$ cat config.mk
export PLATFORM = sky130hd
export DESIGN_NAME = thermal_trip_latch
export DESIGN_NICKNAME = d
export VERILOG_FILES = /design/src/rtl/ttl_pkg.sv /design/src/rtl/ttl_sync.sv /design/src/rtl/ttl_arm_timer.sv /design/src/rtl/ttl_fsm.sv /design/src/rtl/thermal_trip_latch.sv
export SDC_FILE = /design/constraint.sdc
export NUM_CORES = 1
export LEC_CHECK = 0
export CAP_MARGIN = 20
export CORE_MARGIN = 4
export CORE_UTILIZATION = 50
export DETAILED_ROUTE_END_ITERATION = 7
export DONT_BUFFER_PORTS = 1
export SLEW_MARGIN = 20
export SYNTH_ARGS = -nofsm -noshare
export SYNTH_HDL_FRONTEND = slang
export SYNTH_SLANG_ARGS = --single-unit
$ cat constraint.sdc
create_clock -name clk -period 1.7 [get_ports clk]
set_input_delay 0.085 -clock clk [delete_from_list [all_inputs] [get_ports clk]]
set_output_delay 0.085 -clock clk [all_outputs]
set_load 0.05 [all_outputs]
$ cat src/rtl/ttl_pkg.sv
package ttl_pkg;

  typedef enum logic [1:0] {
    TT_OFF     = 2'd0,
    TT_ARMING  = 2'd1,
    TT_ARMED   = 2'd2,
    TT_TRIPPED = 2'd3
  } tt_state_e;

  function automatic logic tt_drives(input tt_state_e s);
    return (s == TT_ARMED) || (s == TT_TRIPPED);
  endfunction

endpackage

$ cat src/rtl/ttl_sync.sv
module ttl_sync #(
  parameter int STAGES = 2
) (
  input  logic clk,
  input  logic rst_n,
  input  logic d,
  output logic q
);

  logic [STAGES-1:0] sr;

  generate
    for (genvar i = 0; i < STAGES; i++) begin : g_stage
      if (i == 0) begin : g_first
        always_ff @(posedge clk or negedge rst_n) begin
          if (!rst_n) sr[0] <= 1'b0;
          else        sr[0] <= d;
        end
      end else begin : g_next
        always_ff @(posedge clk or negedge rst_n) begin
          if (!rst_n) sr[i] <= 1'b0;
          else        sr[i] <= sr[i-1];
        end
      end
    end
  endgenerate

  assign q = sr[STAGES-1];

endmodule

$ cat src/rtl/ttl_arm_timer.sv
module ttl_arm_timer #(
  parameter int ARM_CYCLES = 1000
) (
  input  logic clk,
  input  logic rst_n,
  input  logic run,
  output logic done
);

  localparam int CW = (ARM_CYCLES < 2) ? 1 : $clog2(ARM_CYCLES);
  localparam logic [CW-1:0] LAST = CW'(ARM_CYCLES - 1);

  logic [CW-1:0] cnt;

  always_ff @(posedge clk or negedge rst_n) begin
    if (!rst_n)              cnt <= '0;
    else if (!run || done)   cnt <= '0;
    else                     cnt <= cnt + CW'(1);
  end

  assign done = run && (cnt == LAST);

  AST_CNT_IN_WINDOW: assert property (@(posedge clk) disable iff (!rst_n)
    cnt <= LAST);

  AST_CNT_CLEARS_IDLE: assert property (@(posedge clk) disable iff (!rst_n)
    !run |=> (cnt == '0));

endmodule

$ cat src/rtl/ttl_fsm.sv
module ttl_fsm
  import ttl_pkg::*;
(
  input  logic      clk,
  input  logic      rst_n,
  input  logic      pwr_ok,
  input  logic      hot_q,
  input  logic      arm_done,
  output tt_state_e state
);

  tt_state_e nxt;

  always_comb begin
    nxt = state;
    if (!pwr_ok) begin
      nxt = TT_OFF;
    end else begin
      unique case (state)
        TT_OFF:     nxt = TT_ARMING;
        TT_ARMING:  nxt = arm_done ? TT_ARMED : TT_ARMING;
        TT_ARMED:   nxt = hot_q ? TT_TRIPPED : TT_ARMED;
        TT_TRIPPED: nxt = TT_TRIPPED;
        default:    nxt = TT_OFF;
      endcase
    end
  end

  always_ff @(posedge clk or negedge rst_n) begin
    if (!rst_n) state <= TT_OFF;
    else        state <= nxt;
  end

  AST_PWR_LOW_OFF: assert property (@(posedge clk) disable iff (!rst_n)
    !pwr_ok |=> (state == TT_OFF));

  AST_TRIP_HOLDS: assert property (@(posedge clk) disable iff (!rst_n)
    (state == TT_TRIPPED) && pwr_ok |=> (state == TT_TRIPPED));

  AST_TRIP_ON_HOT: assert property (@(posedge clk) disable iff (!rst_n)
    $rose(state == TT_TRIPPED) |-> $past(hot_q));

  AST_ARMED_AFTER_WINDOW: assert property (@(posedge clk) disable iff (!rst_n)
    $rose(state == TT_ARMED) |-> $past(arm_done));

endmodule

$ cat src/rtl/thermal_trip_latch.sv
module thermal_trip_latch
  import ttl_pkg::*;
#(
  parameter int CLK_MHZ     = 100,
  parameter int ENABLE_US   = 10,
  parameter int ARM_CYCLES  = CLK_MHZ * ENABLE_US,
  parameter int SYNC_STAGES = 2
) (
  input  logic clk,
  input  logic rst_n,
  input  logic pwr_ok,
  input  logic hot_raw,
  output logic drive_en,
  output logic trip,
  output logic halt_req
);

  tt_state_e state;
  logic      hot_q;
  logic      arm_done;

  ttl_sync #(.STAGES(SYNC_STAGES)) u_sync (
    .clk   (clk),
    .rst_n (rst_n),
    .d     (hot_raw),
    .q     (hot_q)
  );

  ttl_arm_timer #(.ARM_CYCLES(ARM_CYCLES)) u_timer (
    .clk   (clk),
    .rst_n (rst_n),
    .run   (state == TT_ARMING),
    .done  (arm_done)
  );

  ttl_fsm u_fsm (
    .clk      (clk),
    .rst_n    (rst_n),
    .pwr_ok   (pwr_ok),
    .hot_q    (hot_q),
    .arm_done (arm_done),
    .state    (state)
  );

  assign drive_en = tt_drives(state);
  assign trip     = (state == TT_TRIPPED);
  assign halt_req = trip;

  AST_TRIP_ONLY_ARMED: assert property (@(posedge clk) disable iff (!rst_n)
    $rose(trip) |-> $past(drive_en));

  AST_EN_NEEDS_PWR: assert property (@(posedge clk) disable iff (!rst_n)
    $rose(drive_en) |-> $past(pwr_ok));

  AST_OUTS_OFF_AFTER_DROP: assert property (@(posedge clk) disable iff (!rst_n)
    !pwr_ok |=> !drive_en && !trip && !halt_req);

endmodule

==> Yosys cells after proc, flatten, opt, wreduce, memory -nomap -nowiden <==
Index checks and enable logic that the tools add are counted.
W data, S select, Z words.
{ "classes": {"reduce_logical": 5, "eq_ne": 4, "addsub": 1, "muxes": 5} }
{ "ops": {"columns": ["operator", "n"], "rows": [
  ["$add A10 B1 Y10 const B", 1],
  ["$eq A10 B10 Y1 const B", 1],
  ["$mux W10", 1],
  ["$pmux W2 S4", 1],
  ["$eq A2 B2 Y1 const B", 2],
  ["$mux W2", 2],
  ["$eq A2 B1 Y1 const B", 1],
  ["$logic_not A2 Y1", 1],
  ["$logic_or A1 B1 Y1", 2],
  ["$logic_and A1 B1 Y1", 1],
  ["$logic_not A1 Y1", 1],
  ["$mux W1", 1]
]} }
{ "word_totals": {"wordCells": 19, "inputBits": 4, "register_bits": 14, "output_inout_bits": 3} }

==> Longest topological paths before layout <==
Gate-level depths: netlist of the first run.
{ "depth": {"word_depth": 5, "mapped_depth": 5, "depth_no_buf": 5} }

==> By module <==
Synthesis of the first run repeated with hierarchy kept, for this count alone.
{ "hier_totals": {"cells_unflattened": 63, "hier_area_um2": 679.4} }
{ "modules_own_cells": {"columns": ["mod", "n_inst", "seq_area_each_um2", "cells_each", "area_per_inst_um2"], "rows": [
  ["ttl_arm_timer", 1, 250.2, 50, 523.0],
  ["ttl_fsm", 1, 50.0, 7, 82.6],
  ["ttl_sync", 1, 50.0, 2, 50.0],
  ["thermal_trip_latch", 1, 0.0, 4, 23.8]
]} }

==> Worst setup path after synthesis of the first run <==
OpenSTA, ideal clock, no wires.
{ "synth_timing": {"kind": "register to register", "from": "reg u_timer.cnt[0]", "to": "reg u_fsm.state[0]", "synth_period_minus_slack_ns": 1.283, "setup_slack_ns": 0.417, "t_required_ns": 1.577, "n_path_buf": 0, "path_stages_with_launch": 5, "setup_ns": 0.123, "t_arrival_ns": 1.160, "cell_sequence": "dfrtp_1 > ha_1 > and3_4 > nand4_4 > o221a_1"} }
{ "synth_via": {"elab_chain_cells": 5} }
{ "synth_rtl": {"columns": ["element", "line_no", "rtl"], "rows": [
  ["start: declaration", "ttl_arm_timer.sv:13", "logic [CW-1:0] cnt;"],
  ["start signal: assignment", "ttl_arm_timer.sv:18", "else cnt <= cnt + CW'(1);"],
  ["$eq A10 B10 Y1", "ttl_arm_timer.sv:21", "assign done = run && (cnt == LAST);"],
  ["$logic_and A1 B1 Y1", "ttl_arm_timer.sv:21", null],
  ["$mux W2", "ttl_fsm.sv:21", "TT_ARMING: nxt = arm_done ? TT_ARMED : TT_ARMING;"],
  ["$pmux W2 S4", "ttl_fsm.sv:19", "unique case (state)"],
  ["$mux W2", "ttl_fsm.sv:16", "if (!pwr_ok) begin"],
  ["named net u_fsm.nxt[0]", "ttl_fsm.sv:12", "tt_state_e nxt;"],
  ["end signal: assignment", "ttl_fsm.sv:31", "else state <= nxt;"],
  ["end: declaration", "ttl_fsm.sv:9", "output tt_state_e state"]
]} }
The timed path passes the listed nets, and every way through them passes these cells.

==> Worst setup path after layout of the first run <==
{ "layout_timing": {"from": "reg u_timer.cnt[0]", "to": "reg u_timer.cnt[3]"} }
{ "layout_via": {"elab_chain_cells": 4, "word_cells_on_any_way": 5, "cone_classes": "add/sub (1); eq/ne (1); mux (1); reduce/logical (2)"} }
{ "layout_rtl": {"columns": ["element", "line_no", "rtl"], "rows": [
  ["parallel branches: the longest is 3 deep, another holds $add A10 B1 Y10", null, null],
  ["$mux W10 *", "ttl_arm_timer.sv:17", "else if (!run || done) cnt <= '0;"]
]} }
Mark *: on every way between the ends.

==> flow_summary.ini, run 1 <==
[clock_network]
clock_path_buffers = 2
clkLatencyLatePin_ps = 280
ctsHoldBuffers = 3
cts_htree_levels = 1
cts-resized-gates = 0
clk_pin_slew_ps = 80
cts_tree = built
clock-root-buffer = clkbuf_4
clock_sinks = 14
cts_setup_buffers = 0
cts_buffers = 3

[timing]
tightest_slew_ps = 602
slew_headroom = 0.597
hold_violations = 0
post-route-min-period_ps = 1470
fmax_mhz = 682
slew_violations = 0
fin_skew_ps = 3.35
min_period_over_period = 0.862
setup_viol = 0
setup_ws_ps = 234
setup_tns_ps = 0
rsz0062_at_grt = false

[die]
fp.dieW_um = 44.4
start_util = 0.566
core-area_um2 = 1170
die_h_um = 44.4
rows = 12
die-area_um2 = 1970
io_pins = 7

[pwr]
power_frac_comb = 0.051
clockPowerShare = 0.385
intPower_uw = 487
pwr-share-seq = 0.564
total_power_uw = 625
power_switching_uw = 139
p_per_area_nw_per_um2 = 841
p_sw_frac = 0.222
ir_drop_uv = 762
p_leak_nw = 0.323

[synth]
syn_avg_cell_area_um2 = 10.5
synth_warnings = 0
synthesis.instances = 63
ys_top_cells_by_count = 14 x dfrtp_1, 10 x nor2_1, 7 x nand3_1, 6 x nand2_1, 5 x xor2_1
synthFlopType = dfrtp_1
synth_seq_cells = 14
synthAdderAreaFrac = 0.0189
synth-edff-count = 0
synth.area.top_cells = dfrtp_1 53%, xor2_1 6.6%, nor2_1 5.7%, nand3_1 5.3%, and3_4 3.4%
yosys.area_share.simple = 0.298
synth_compound_area_frac = 0.0340
synth_top_area_share = 0.528
synth_top_family_by_area = simple AND/OR/NAND/NOR gates
synth_xor_area_frac = 0.0925
synthArstFlopShare = 1.00
synth_most_common_cell = dfrtp_1
synth_area_um2 = 663
synth_cell_types = 22
synth_top_area_cell = dfrtp_1
yosysSeqAreaShare = 0.528
muxShareOfSynthArea = 0
syn_nets = 68

[cells_and_area]
drive_gt1_frac = 0.159
n_antenna_cell = 0
stdcell_count = 83
nets = 75
area_delta_synth_final_pct = 12.1

[routing]
vias = 467
drt-wirelength-per-cell_um = 13.9
drc = 0
dr.pass1.iters = 4
ant_nets = 0
viasPerCell = 5.63
wl_um = 1150
drtIter0Drc = 10

[global_routing]
grt_pass1_wl_um = 2040
grt_pass1_vias = 454
grt_max_degree = 15
antenna_found_initial = 0
grtUsageTotal = 0.149
overflow = 0

[placement]
dpl.hpwl_um = 858
gp_congestion = 0.890
pre_cts_ws_ps = 227
place_inst = 76
io_buffers = 0

[critical_path]
worstSetupEndpointType = flip-flop
arrival_ps = 1630
startpoint_type = flip-flop
crit_fanout = 7
critPathKind = reg2reg
cp_data_required_time_ps = 1870

[worst_hold_path]
hold_class = in2async

[status]
status = finished clean

[run]
cap_violations = 0
==> sequential cells by signal, indices dropped and copies added, names as in the netlist <==
signal       flops
u_fsm.state      2
u_sync.q         1
u_sync.sr        1
u_timer.cnt     10
==> layout by cell type (no fill, tap or decap), drive strengths merged <==
master and count:
a31oi 1, and2 1, o21ai 1, and3 4
ha 1, nor2 11, dfrtp 14, nand2 6
xor2 5, nand4 2, nand2b 2, xnor2 2
nor2b 1, buf 2, o221a 1, nand3b 1
dlygate4sd3 3, nand3 7, clkbuf 4
==> per-stage QoR <==
stage / hold WS [ps] / utilization / instance area, um2
after detailed placement: -210 / 0.578 / 677
after CTS: 251 / 0.635 / 743
after global placement: -210 / 0.578 / 677
after floorplan: -211 / - / 663
after global routing: 269 / 0.635 / 743
final: 239 / 0.635 / 743
==> per-layer routing <==
metal  track usage  vias to the layer above  wire (um)
li1              -                      224          -
met1         0.175                      231        531
met2         0.227                       10        529
met3        0.0488                        2         62
met4         0.108                        0         29
met5             0                        -          0
==> power groups by stage <==
stage / registers, mW / clock network [mW] / logic [mW]
floorplan: 0.354 / 0 / 0.0196
global placement: 0.358 / 0 / 0.0194
detailed placement: 0.360 / 0 / 0.0203
CTS: 0.353 / 0.247 / 0.0325
global route: 0.354 / 0.272 / 0.0356
finish: 0.353 / 0.241 / 0.0320
==> final timing paths <==
kind / startpoint / end / slack, ps / depth (start not counted)
hold reg to reg: u_sync.sr[0] / u_sync.q / 360 / 0
max in group asynchronous: rst_n / u_timer.cnt[4] / 1070 / 1
hold / removal: rst_n / u_fsm.state[1] / 240 / 1
min in group clk: hot_raw / u_sync.sr[0] / 350 / 1
setup reg to reg: u_timer.cnt[0] / u_timer.cnt[3] / 230 / 5
setup / recovery: u_timer.cnt[0] / u_timer.cnt[3] / 230 / 5
==> critical path, cell delays in order (launching register included) <==
cell,delay (ps)
dfrtp_1,420
ha_1,250
and3_4,240
nand4_4,100
nand2_1,240
nor2_1,90
==> final cells by class <==
cell class,instances,area (um2)
Fill cell,97,428
Sequential cell,14,350
Multi-Input combinational cell,46,294
Timing Repair Buffer,5,45.0
Clock buffer,4,36.3
Tap cell,14,17.5
==> cells by family (layout without fill, tap and decap cells) <==
family | after synthesis | after routing
compound gates | 3 | 3
xor+xnor | 7 | 7
fa+ha+maj | 1 | 1
buf+inv | 3 | 9
flops | 14 | 14
simple gates | 35 | 35
Note: power is estimated with default switching activity, not from simulation.
==> run 2: changes to the inputs <==
MAX_ROUTING_LAYER = met4   (was default)
==> run 2 against run 1 <==
Final area did not move. Combinational power barely moved. Worst setup slack improved by 3.0 ps. Highest routed layer unchanged. Core utilization did not move. Clock power barely moved. Largest power group unchanged. Critical path type unchanged. Critical endpoint unchanged.
==> flow_summary.ini, run 2 (synthesized netlist as in run 1, its figures left out) <==
[die]
rows = 12
fp.dieW_um = 44.4
start_util = 0.566
core-area_um2 = 1170
io_pins = 7
die-area_um2 = 1970
die_h_um = 44.4

[clock_network]
cts_setup_buffers = 0
clk_pin_slew_ps = 80
cts-resized-gates = 0
ctsHoldBuffers = 3
clkLatencyLatePin_ps = 290
clock_sinks = 14
cts_tree = built
cts_htree_levels = 1
clock-root-buffer = clkbuf_4
clock_path_buffers = 2
cts_buffers = 3

[timing]
tightest_slew_ps = 603
min_period_over_period = 0.861
setup_tns_ps = 0
fmax_mhz = 683
fin_skew_ps = 4.37
slew_headroom = 0.597
setup_viol = 0
post-route-min-period_ps = 1460
hold_violations = 0
slew_violations = 0
rsz0062_at_grt = false

[cells_and_area]
fillers = 97
area_delta_synth_final_pct = 12.1
nets = 75
layout_common_cells = 14 x dfrtp_1, 10 x nor2_1, 7 x nand3_1
largest_reg_flops = 10
layout_commonest_cell = dfrtp_1
n_antenna_cell = 0
regMostFlops = u_timer.cnt
largest_registers = u_timer.cnt (10), u_fsm.state (2)
drive_gt1_frac = 0.159

[critical_path]
crit_fanout = 7
startpoint_type = flip-flop
arrival_ps = 1630
r2r-end = u_timer.cnt[3]
critPathBufInv = 0
cp_slowest_cell = dfrtp_1
slowest_delay_ps = 420
critPathKind = reg2reg
r2r_slack_ps = 240
cp_data_required_time_ps = 1870
cp_top_family = simple AND/OR/NAND/NOR gates
worstSetupEndpointType = flip-flop
r2r-start = u_timer.cnt[0]
rr_worst_depth = 5
path_cells = ha_1, and3_4, nand4_4, nand2_1, nor2_1

[placement]
io_buffers = 0
gp_congestion = 0.905
dpl.hpwl_um = 858

[status]
status = finished clean

[global_routing]
grtUsageTotal = 0.153
grt_pass1_vias = 455
antenna_found_initial = 0
grt_max_degree = 15
grt_pass1_wl_um = 2030
overflow = 0

[routing]
drt-wirelength-per-cell_um = 13.9
vias = 463
drtIter0Drc = 8
dr.pass1.iters = 4
wl_um = 1150
ant_nets = 0
viasPerCell = 5.58
drc = 0

[pwr]
ir_drop_uv = 757
p_per_area_nw_per_um2 = 840
total_power_uw = 624
p_leak_nw = 0.323

[run]
cap_violations = 0

[worst_hold_path]
hold_class = in2async
-- run 2: layer usage --
layer	global-route usage	up-vias	wire length [um]
met5	-	-	0
met4	0.108	0	29
met3	0.0488	2	62
met2	0.227	10	531
met1	0.172	227	528
li1	-	224	-
-- run 2: worst register-to-register path: cells and delay by family (launching register included) --
kind                       cells  cell delay [ps]
adders and majority gates      1              260
DFF                            1              420
and+or+nand+nor                4              670
-- run 2: worst max-delay path by stage --
stage                         startpoint              to  slack [ps]  depth (start not counted)
after floorplan           u_timer.cnt[0]  u_fsm.state[0]         420                          4
after global placement    u_timer.cnt[0]  u_timer.cnt[6]         350                          5
after detailed placement  u_timer.cnt[0]  u_timer.cnt[6]         230                          5
after CTS                 u_timer.cnt[0]  u_timer.cnt[6]         220                          5
after global routing      u_timer.cnt[0]  u_timer.cnt[5]         110                          5
final                     u_timer.cnt[0]  u_timer.cnt[3]         240                          5
-- run 2: through the flow --
step | setup slack [ps] | std cells | utilization | area, um2 | hold slack [ps]
floorplan | 417 | 63 | - | 663 | -211
global placement | 348 | 76 | 0.578 | 677 | -210
detailed placement | 227 | 76 | 0.578 | 677 | -210
CTS | 218 | 83 | 0.635 | 743 | 251
global route | 109 | 83 | 0.635 | 743 | 273
finish | 237 | 83 | 0.635 | 743 | 239
-- run 2: final cells by class --
| type | count | area, um2 | area share |
|---|---|---|---|
| flip-flops and latches | 14 | 350 | 0.471 |
| repair buffers | 5 | 45.0 | 0.0606 |
| multi-input cells | 46 | 294 | 0.396 |
| clock buffers | 4 | 36.3 | 0.0488 |
| well taps | 14 | 17.5 | 0.0236 |
-- run 2: where the power goes --
group	total, mW	internal [mW]	leakage [nW]	switching [mW]
combinational	0.0320	0.0141	0.116	0.0179
sequential	0.353	0.342	0.186	0.0106
clock	0.240	0.131	0.0210	0.109
